## src/rtl/mtlb_pkg.sv

```systemverilog
package mtlb_pkg;
  parameter int VA_W   = 32;
  parameter int OFS_W  = 12;
  parameter int PFN_W  = VA_W - OFS_W;
  parameter int VPN2_W = VA_W - OFS_W - 1;
  parameter int ASID_W = 8;
  parameter int MASK_W = 8;

  typedef enum logic [1:0] {
    EXC_NONE  = 2'b00,
    EXC_MISS  = 2'b01,
    EXC_INVAL = 2'b10,
    EXC_MOD   = 2'b11
  } exc_t;

  typedef struct packed {
    logic [MASK_W-1:0] pmask;
    logic [PFN_W-1:0]  pfn_e;
    logic              v_e;
    logic              d_e;
    logic [PFN_W-1:0]  pfn_o;
    logic              v_o;
    logic              d_o;
  } xlat_t;

  typedef struct packed {
    logic [1:0]        mid;
    logic [ASID_W-1:0] asid;
    logic [VPN2_W-1:0] vpn2;
    xlat_t             xl;
  } tlb_ent_t;
endpackage

```

## src/rtl/mtlb_prio.sv

```systemverilog
module mtlb_prio #(
  parameter int N     = 4,
  parameter int SEL_W = 2
) (
  input  logic [N-1:0]     vec,
  output logic             found,
  output logic [SEL_W-1:0] sel
);
  always_comb begin
    found = |vec;
    sel   = '0;
    for (int i = N - 1; i >= 0; i--) begin
      if (vec[i]) sel = SEL_W'(i);
    end
  end
endmodule

```

## src/rtl/mtlb_bank.sv

```systemverilog
module mtlb_bank
  import mtlb_pkg::*;
#(
  parameter int              N              = 4,
  parameter int              WI_W           = 3,
  parameter bit              PER_ENTRY_MASK = 1'b1,
  parameter logic [MASK_W-1:0] GLOBAL_MASK  = '0
) (
  input  logic              clk,
  input  logic              rst_n,
  input  logic              wr_en,
  input  logic [WI_W-1:0]   wr_idx,
  input  tlb_ent_t          wr_ent,
  input  logic [1:0]        lk_mid,
  input  logic [ASID_W-1:0] lk_asid,
  input  logic [VPN2_W-1:0] lk_vpn2,
  output logic              found,
  output xlat_t             sel_xl
);
  localparam int SEL_W = (N > 1) ? $clog2(N) : 1;

  logic [N-1:0]      live_q;
  logic [N-1:0]      we;
  logic [N-1:0]      hitv;
  tlb_ent_t          pay_q [N];
  logic [MASK_W-1:0] emask [N];
  logic [SEL_W-1:0]  sel_idx;

  for (genvar i = 0; i < N; i++) begin : g_ent
    assign we[i] = wr_en && (wr_idx == WI_W'(i));

    always_ff @(posedge clk or negedge rst_n) begin
      if (!rst_n)     live_q[i] <= 1'b0;
      else if (we[i]) live_q[i] <= 1'b1;
    end

    always_ff @(posedge clk) begin
      if (we[i]) pay_q[i] <= wr_ent;
    end

    if (PER_ENTRY_MASK) begin : g_own
      assign emask[i] = pay_q[i].xl.pmask;
    end else begin : g_glob
      assign emask[i] = GLOBAL_MASK | (pay_q[i].xl.pmask & '0);
    end

    assign hitv[i] = live_q[i]
                  && (pay_q[i].mid == lk_mid)
                  && (pay_q[i].asid == lk_asid)
                  && (((pay_q[i].vpn2 ^ lk_vpn2)
                       & ~{{(VPN2_W-MASK_W){1'b0}}, emask[i]}) == '0);
  end

  mtlb_prio #(.N(N), .SEL_W(SEL_W)) u_prio (
    .vec   (hitv),
    .found (found),
    .sel   (sel_idx)
  );

  always_comb begin
    sel_xl       = pay_q[sel_idx].xl;
    sel_xl.pmask = emask[sel_idx];
  end
endmodule

```

## src/rtl/mtlb_resolve.sv

```systemverilog
module mtlb_resolve
  import mtlb_pkg::*;
(
  input  logic            found,
  input  xlat_t           xl,
  input  logic [VA_W-1:0] va,
  input  logic            store,
  output logic            hit,
  output exc_t            exc,
  output logic [VA_W-1:0] pa
);
  int              n_ones;
  logic            odd;
  logic [VA_W-1:0] offm;
  logic [PFN_W-1:0] pfn;
  logic            pg_v;
  logic            pg_d;

  always_comb begin
    n_ones = $countones(xl.pmask);
    odd    = va[OFS_W + n_ones];
    for (int k = 0; k < VA_W; k++) begin
      if (k < OFS_W)                offm[k] = 1'b1;
      else if (k < OFS_W + MASK_W)  offm[k] = xl.pmask[k - OFS_W];
      else                          offm[k] = 1'b0;
    end
    pfn  = odd ? xl.pfn_o : xl.pfn_e;
    pg_v = odd ? xl.v_o   : xl.v_e;
    pg_d = odd ? xl.d_o   : xl.d_e;

    if (!found)            exc = EXC_MISS;
    else if (!pg_v)        exc = EXC_INVAL;
    else if (store && !pg_d) exc = EXC_MOD;
    else                   exc = EXC_NONE;

    hit = found && pg_v && (!store || pg_d);
    pa  = hit ? (({pfn, {OFS_W{1'b0}}} & ~offm) | (va & offm)) : '0;
  end
endmodule

```

## src/rtl/mtlb_lookup.sv

```systemverilog
module mtlb_lookup
  import mtlb_pkg::*;
#(
  parameter int                HOST_N     = 4,
  parameter int                GUEST_N    = 8,
  parameter logic [MASK_W-1:0] GUEST_MASK = '0,
  localparam int               MAX_N      = (HOST_N > GUEST_N) ? HOST_N : GUEST_N,
  localparam int               WI_W       = (MAX_N > 1) ? $clog2(MAX_N) : 1
) (
  input  logic              clk,
  input  logic              rst_n,
  input  logic              wr_en,
  input  logic              wr_guest,
  input  logic [WI_W-1:0]   wr_idx,
  input  logic [1:0]        wr_mid,
  input  logic [ASID_W-1:0] wr_asid,
  input  logic [VPN2_W-1:0] wr_vpn2,
  input  logic [MASK_W-1:0] wr_pmask,
  input  logic [PFN_W-1:0]  wr_pfn_e,
  input  logic              wr_v_e,
  input  logic              wr_d_e,
  input  logic [PFN_W-1:0]  wr_pfn_o,
  input  logic              wr_v_o,
  input  logic              wr_d_o,
  input  logic              req,
  input  logic [1:0]        req_mid,
  input  logic [ASID_W-1:0] req_asid,
  input  logic [VA_W-1:0]   req_va,
  input  logic              req_store,
  output logic              rsp_valid,
  output logic              rsp_hit,
  output logic [1:0]        rsp_exc,
  output logic [VA_W-1:0]   rsp_pa
);
  tlb_ent_t        wr_ent;
  logic            h_found, g_found, sel_found;
  xlat_t           h_xl, g_xl, sel_xl;
  logic            guest_path;
  logic            c_hit;
  exc_t            c_exc;
  logic [VA_W-1:0] c_pa;

  logic            valid_d, hit_d;
  logic [1:0]      exc_d;
  logic [VA_W-1:0] pa_d;

  always_comb begin
    wr_ent.mid      = wr_mid;
    wr_ent.asid     = wr_asid;
    wr_ent.vpn2     = wr_vpn2;
    wr_ent.xl.pmask = wr_pmask;
    wr_ent.xl.pfn_e = wr_pfn_e;
    wr_ent.xl.v_e   = wr_v_e;
    wr_ent.xl.d_e   = wr_d_e;
    wr_ent.xl.pfn_o = wr_pfn_o;
    wr_ent.xl.v_o   = wr_v_o;
    wr_ent.xl.d_o   = wr_d_o;
  end

  mtlb_bank #(
    .N(HOST_N), .WI_W(WI_W), .PER_ENTRY_MASK(1'b1), .GLOBAL_MASK('0)
  ) u_host (
    .clk(clk), .rst_n(rst_n),
    .wr_en(wr_en && !wr_guest), .wr_idx(wr_idx), .wr_ent(wr_ent),
    .lk_mid(req_mid), .lk_asid(req_asid),
    .lk_vpn2(req_va[VA_W-1:OFS_W+1]),
    .found(h_found), .sel_xl(h_xl)
  );

  mtlb_bank #(
    .N(GUEST_N), .WI_W(WI_W), .PER_ENTRY_MASK(1'b0), .GLOBAL_MASK(GUEST_MASK)
  ) u_guest (
    .clk(clk), .rst_n(rst_n),
    .wr_en(wr_en && wr_guest), .wr_idx(wr_idx), .wr_ent(wr_ent),
    .lk_mid(req_mid), .lk_asid(req_asid),
    .lk_vpn2(req_va[VA_W-1:OFS_W+1]),
    .found(g_found), .sel_xl(g_xl)
  );

  assign guest_path = req_mid[1];
  assign sel_found  = guest_path ? g_found : h_found;
  assign sel_xl     = guest_path ? g_xl    : h_xl;

  mtlb_resolve u_res (
    .found(sel_found), .xl(sel_xl), .va(req_va), .store(req_store),
    .hit(c_hit), .exc(c_exc), .pa(c_pa)
  );

  always_comb begin
    valid_d = req;
    hit_d   = rsp_hit;
    exc_d   = rsp_exc;
    pa_d    = rsp_pa;
    if (req) begin
      hit_d = c_hit;
      exc_d = c_exc;
      pa_d  = c_pa;
    end
  end

  always_ff @(posedge clk or negedge rst_n) begin
    if (!rst_n) begin
      rsp_valid <= 1'b0;
      rsp_hit   <= 1'b0;
      rsp_exc   <= EXC_NONE;
      rsp_pa    <= '0;
    end else begin
      rsp_valid <= valid_d;
      rsp_hit   <= hit_d;
      rsp_exc   <= exc_d;
      rsp_pa    <= pa_d;
    end
  end
endmodule

```

## config.mk

```make
export PLATFORM = sky130hd
export DESIGN_NAME = mtlb_lookup
export DESIGN_NICKNAME = d
export VERILOG_FILES = /design/src/rtl/mtlb_pkg.sv /design/src/rtl/mtlb_prio.sv /design/src/rtl/mtlb_bank.sv /design/src/rtl/mtlb_resolve.sv /design/src/rtl/mtlb_lookup.sv
export SDC_FILE = /design/constraint.sdc
export NUM_CORES = 1
export LEC_CHECK = 0
export BUFFER_PORTS_ARGS = -buffer_cell sky130_fd_sc_hd__clkbuf_2
export CORE_UTILIZATION = 65
export DETAILED_ROUTE_END_ITERATION = 10
export PLACE_DENSITY = 0.95
export SKIP_CTS_REPAIR_TIMING = 1
export SYNTH_ARGS = -nofsm -noshare
export SYNTH_HDL_FRONTEND = slang
export SYNTH_HIERARCHICAL = 1
export SYNTH_SLANG_ARGS = --single-unit
```

## constraint.sdc

```tcl
create_clock -name clk -period 18.55 [get_ports clk]
set_clock_uncertainty 0.05 [all_clocks]
set_input_delay 0 -clock clk [delete_from_list [all_inputs] [get_ports clk]]
set_output_delay 0 -clock clk [all_outputs]
set_load 0.01 [all_outputs]
```

* Yosys cells after proc, flatten, opt, wreduce, memory -nomap -nowiden
Memory sizes are Yosys's and may differ from the RTL's.
Cells that the tools add are included.
** Word-level totals
- Output and inout bits :: 36
- Bits in latches :: 0
- Memories :: 3
- ROM bits :: 64
- Bits of input ports :: 132
- Bits in writable memories :: 972
- Bits in registers :: 48
** Memories
- u_guest.pay_q :: words 8, bits a word 81, rd ports 9, clocked after Yosys merged registers in 0, wr ports 1, line mtlb_bank.sv:25 : tlb_ent_t pay_q [N];
- u_host.pay_q :: words 4, bits a word 81, rd ports 5, clocked after Yosys merged registers in 0, wr ports 1, line mtlb_bank.sv:25
- (name not given) :: words 8, bits a word 8, rd ports 1, clocked after Yosys merged registers in 0, wr ports 0, line mtlb_bank.sv:62 : sel_xl.pmask = emask[sel_idx];
** Operators by class
- Order comparisons :: 3
- Div/mod/pow operators :: 0
- Multiplexer cells :: 83
- $mul :: 0
- Reduce and logical (&&, ||, !) cells :: 82
- Add/subtract/negate cells :: 8
- Shifts and indexed selects :: 0
- Equality and inequality tests :: 31
- Bitwise logic cells :: 26
** Operator list (number)
- $mux 81 :: 10
- $reduce_or 81->1 :: 10
- $logic_not 19->1 :: 12
- $xor 19x19->19 :: 12
- $add 32x32->32 :: 3
- $eq 8x8->1 :: 12
- $and 19x19->19 :: 4
- $not 8->19 :: 4
- $logic_and 1x1->1 :: 53
- $mux 52 :: 1
- $mux 3 :: 15
- $mux 1 :: 39
- $add 5x32->32 const A :: 1
- $and 32x20->32 :: 1
- $and 32x32->32 :: 1
- $lt 32x7->1 const B :: 1
- $mux 32 :: 1
- $mux 8 :: 4
- $not 20->32 :: 1
- $or 32x32->32 :: 1
- $eq 2x2->1 :: 12
- $mux 2 :: 10
- $mux 20 :: 1
- $bmux 8 s2 :: 1
- other kinds (14) :: 23

* Depth between registers and ports, before layout
An unclocked memory read counts as a cell.
- Word-level depth :: 31
- Gate-level depth with buffers :: 28
- Gate-level depth less buffers :: 22

* Cells and area by module
Netlist, hierarchy kept.
** By module, submodules not included
- mtlb_bank (u_guest) :: cells each 1120, area an instance 23217.3 µm², seq. area each 17737.0 µm², instances 1
- mtlb_bank (u_host) :: cells each 577, area an instance 12547.0 µm², seq. area each 9829.4 µm², instances 1
- mtlb_lookup :: cells each 136, area an instance 2361.0 µm², seq. area each 900.9 µm², instances 1
- mtlb_resolve :: cells each 127, area an instance 1092.3 µm², seq. area each 0.0 µm², instances 1
- mtlb_prio (u_guest.u_prio) :: cells each 13, area an instance 81.3 µm², seq. area each 0.0 µm², instances 1
- mtlb_prio (u_host.u_prio) :: cells each 7, area an instance 35.0 µm², seq. area each 0.0 µm², instances 1

* Worst setup path before layout
Ideal clock, no wire load.
- Path kind :: input -> register
- Start :: in wr_en
- End :: reg u_host.live_q[0]
- Path slack :: 11.518 ns
- Arrival :: 6.880 ns
- Stages on the path :: 4
- Library setup time :: 0.102 ns
- Required time :: 18.398 ns
- Cells stage by stage :: nor2b_1 > nor2b_1 > nor3b_1 > or2_2
** Between the ends
- Cells in the longest elaborated chain, start to end :: 2
** Ends and longest elaborated chain
- from (decl) :: line mtlb_lookup.sv:12 : input logic wr_en,
- $logic_and 1x1->1 :: line mtlb_lookup.sv:64 : .wr_en(wr_en && !wr_guest), .wr_idx(wr_idx), .wr_ent(wr_ent),
- $logic_and 1x1->1 :: line mtlb_bank.sv:30 : assign we[i] = wr_en && (wr_idx == WI_W'(i));
- via u_host.we[0] :: line mtlb_bank.sv:23 : logic [N-1:0] we;
- to (signal, indexed assignment) :: line mtlb_bank.sv:33 : if (!rst_n) live_q[i] <= 1'b0;
- to (signal, indexed assignment) :: line mtlb_bank.sv:34 : else if (we[i]) live_q[i] <= 1'b1;
- to (decl) :: line mtlb_bank.sv:22 : logic [N-1:0] live_q;
The timed path passes the listed nets, and every way through them passes these cells.
A chain may end at the register's enable or synchronous reset.

==> impl_results.md <==
* Number of synthesis warnings at 6
* Clock Latency Late Sink at 0.67 ns
* Main combinational cell family by area after synthesis: multiplexers
* HP Class: input port to async pin
* Via count at 22,942
* Minimum clock period at 9.42 ns
* Simple-Gate Fraction of Synth Area at 0.0292
* Detailed Place HPWL at 60.4 mm
* Yosys top cell area share at 0.693
* Mapped Avg Cell Area at 19.9 sq um
* H-tree depth at 3
* Fillers at 2,792
* Synth Area in Compound Gates at 0.00983
* Synth top area cells: edfxtp_1 69%, mux4_2 8.4%, xor2_1 5.3%, mux2_4 3.5%, dfrtp_1 3.1%
* Area share of fa/ha/maj cells after synthesis at 0.00331
* Critical Path End Type: flop
* Number of max-cap violations at 0
* Leading area contributor after synthesis: edfxtp_1
* FF/Latch Area at 0.0285 sq mm
* Initial DRC Count at 4,261
* Sequential share of the synthesized area at 0.724
* PortBufs at 167
* Fin. max-slew vios at 0
* Final setup fails at 0
* Final #Nets at 2,409
* Clock Tree Buf Depth at 3
* DIE WIDTH at 248 um
* Hold Worst Slack at -0.00307 ns
* Starting density of the core at 0.663
* # IOs at 168
* Synth Instances at 1,980
* Placer Congestion at 0.918
* Final Cycle Share at 0.508
* #FFs+latches synth at 956
* Mux cell area share after synthesis at 0.137
* Top FF cell, synth: edfxtp_1
* Area grow syn2layout at 14.0%
* Die ar. at 0.0615 sq mm
* ANT nets after route at 0
* DRT Wirelength at 118 mm
* CTS clk-pin slew, worst paths at 0.08 ns
* Hold Vio Cnt, Final at 1
* Worst slew pin tran at 1.25 ns
* Vias in the first global route at 22,304
* FP Rows at 89
* Die Ht at 248 um
* Crit Path Max Fanout at 33
* XOR/XNOR Fraction of Synth Area at 0.0776
* Largest net degree at the start of global routing at 89
* DR WL/cell at 37.8 um
* Vias per std cell at 7.34
* RSZ-0062 raised after global routing: no
* Global-route wire length before repair at 158 mm
* Synth unique cells at 51
* Startpoint types: flop
* Mapped cell area at 0.0393 sq mm
* Total power at 4.72 mW
* Core ar. at 0.0594 sq mm
* Layout cells sized above 1 at 0.281
* DRC at 0
* Total GRT Usage at 0.375
* Failing checks: hold timing
* Drt pass-1 iters at 6
* CTS Sinks at 956
* Rel. slew slack at 0.163
* CTS root buf: clkbuf_16
* CTS tree: built
* Setup TNS at 0 ns
* Worst vdd ir at 0.0958 mV
* Status: complete, but fails checks
* Max Clk Rate at 106 MHz
* Cts bufs inserted at 93
* Async S/R FF share, synth at 0.0502
* GR Overflow Total at 0
* WP data arrival at 9.90 ns
* Pwr dens at 105 mW/mm^2
* Req. time, crit path at 19.03 ns
* Antenna violations before repair at 10
* EDFF count, synth at 908
* Critical path class: flop to flop
* Multi-input logic area at 0.0102 sq mm
* Leakage at 15.1 nW
-- layout by cell type, fill, tap and decap left out, types with 4 or more instances in the layout --
cell	instances
edfxtp_1	908
xor2_1	237
clkbuf_2	165
mux4_2	146
xnor2_1	108
dlygate4sd3_1	97
clkbuf_16	95
mux2_4	91
nor4_1	70
dfrtp_1	48
mux2_2	42
nand4_1	29
mux2i_1	26
buf_4	25
nor2_1	25
clkinv_2	22
nor2b_1	20
clkbuf_1	18
inv_1	18
clkbuf_8	12
or2_2	12
nand3_1	9
diode_2	8
clkinv_1	8
conb_1	8
nor2_4	7
o21ai_0	7
a211oi_2	7
clkinvlp_4	6
bufinv_16	6
o22a_1	6
nand2_1	4
nand2b_1	4
o221ai_1	4
a211oi_1	4
fa_1	4
ha_1	4
-- critical path, stage by stage (launching register included) --
cell and delay [ns]:
edfxtp_1 0.41, xor2_1 0.17, nor4_1 0.50, nand4_1 0.44, nor4_1 0.69, nand2b_1 0.23, a21oi_4 0.19, buf_4 0.50
mux4_2 0.61, mux2_2 0.33, fa_1 0.48, ha_1 0.31, inv_1 0.09, fa_1 0.18, inv_1 0.08, fa_1 0.88
mux4_2 0.57, nor2b_1 0.16, a211oi_1 0.38, o32a_2 0.85, mux2_4 0.64, nor2_1 0.13, mux2_4 0.34
-- layout make-up --
cell class	instances	share of cell area
Sequential cell	956	0.635
Tap cell	773	0.0216
Inverter	18	0.00151
Clock buffer	125	0.0582
Timing Repair Buffer	289	0.0448
Antenna cell	8	0.000447
Clock inverter	47	0.00969
Multi-Input combinational cell	911	0.229
-- power by group --
part	total, mW	switching [mW]	leakage, nW	internal, mW
registers	2.43	0.0227	8.82	2.41
logic	0.342	0.215	4.78	0.126
clock network	1.95	0.868	1.50	1.08
-- worst paths after layout --
kind | cells past startpoint | end | slack (ns) | start
max in group asynchronous | 3 | rsp_pa[5] | 17.75 | rst_n
min reg2reg | 1 | u_guest/live_q[2] | 0.44 | u_guest/live_q[2]
min in group clk | 2 | u_host/pay_q[2][15] | 0.02 | wr_idx[0]
max | 22 | rsp_pa[24] | 9.13 | u_host/pay_q[3][66]
min | 3 | u_guest/live_q[4] | -0.003 | rst_n
max reg2reg | 22 | rsp_pa[24] | 9.13 | u_host/pay_q[3][66]
-- cell families (layout without fill, tap and decap cells) --
logic type               Yosys count  in the layout
AND/OR/NAND/NOR                  197            197
adder cells (fa/ha/maj)            8              8
XOR/XNOR                         347            347
AO/OA/AOI/OAI                     46             46
flip-flops                       956            956
other                              1             16
buffers and inverters            120            479
multiplexers                     305            305
-- per-layer routing --
layer / track usage / vias to the layer above / part of all wire
met5: 0 / - / 0.00041
li1: - / 8354 / -
met3: 0.102 / 666 / 0.15
met4: 0.226 / 8 / 0.078
met1: 0.466 / 11229 / 0.31
met2: 0.592 / 2685 / 0.46
-- cells in the mapped netlist (all sizes together) (20+ instances only) --
cell type	instances
edfxtp	908
mux4	146
nor2b	20
nand4	29
mux2i	26
nor2	33
clkbuf	52
dfrtp	48
nor4	72
buf	50
mux2	133
xnor2	110
xor2	237
-- flip-flops by register name, summed over array words and instances, names as in the netlist --
name and cells:
u_guest/pay_q 584, u_host/pay_q 324, rsp_pa 32, u_guest/live_q 8, u_host/live_q 4, rsp_exc 2
rsp_hit 1, rsp_valid 1
-- per-stage QoR --
stage	instances	instance area, sq um	hold WS [ns]	worst slack (ns)	util
3_3_place_gp	2850	40800	0.174	9.86	0.687
6_report	3127	44800	-0.00307	9.13	0.755
4_1_cts	3022	43800	-0.513	9.46	0.738
5_1_grt	3121	44800	0.0300	9.09	0.755
3_5_place_dp	2850	40800	0.170	9.24	0.687
2_1_floorplan	1987	39400	-0.346	11.52	-
Power figures use the tool's default switching activity.
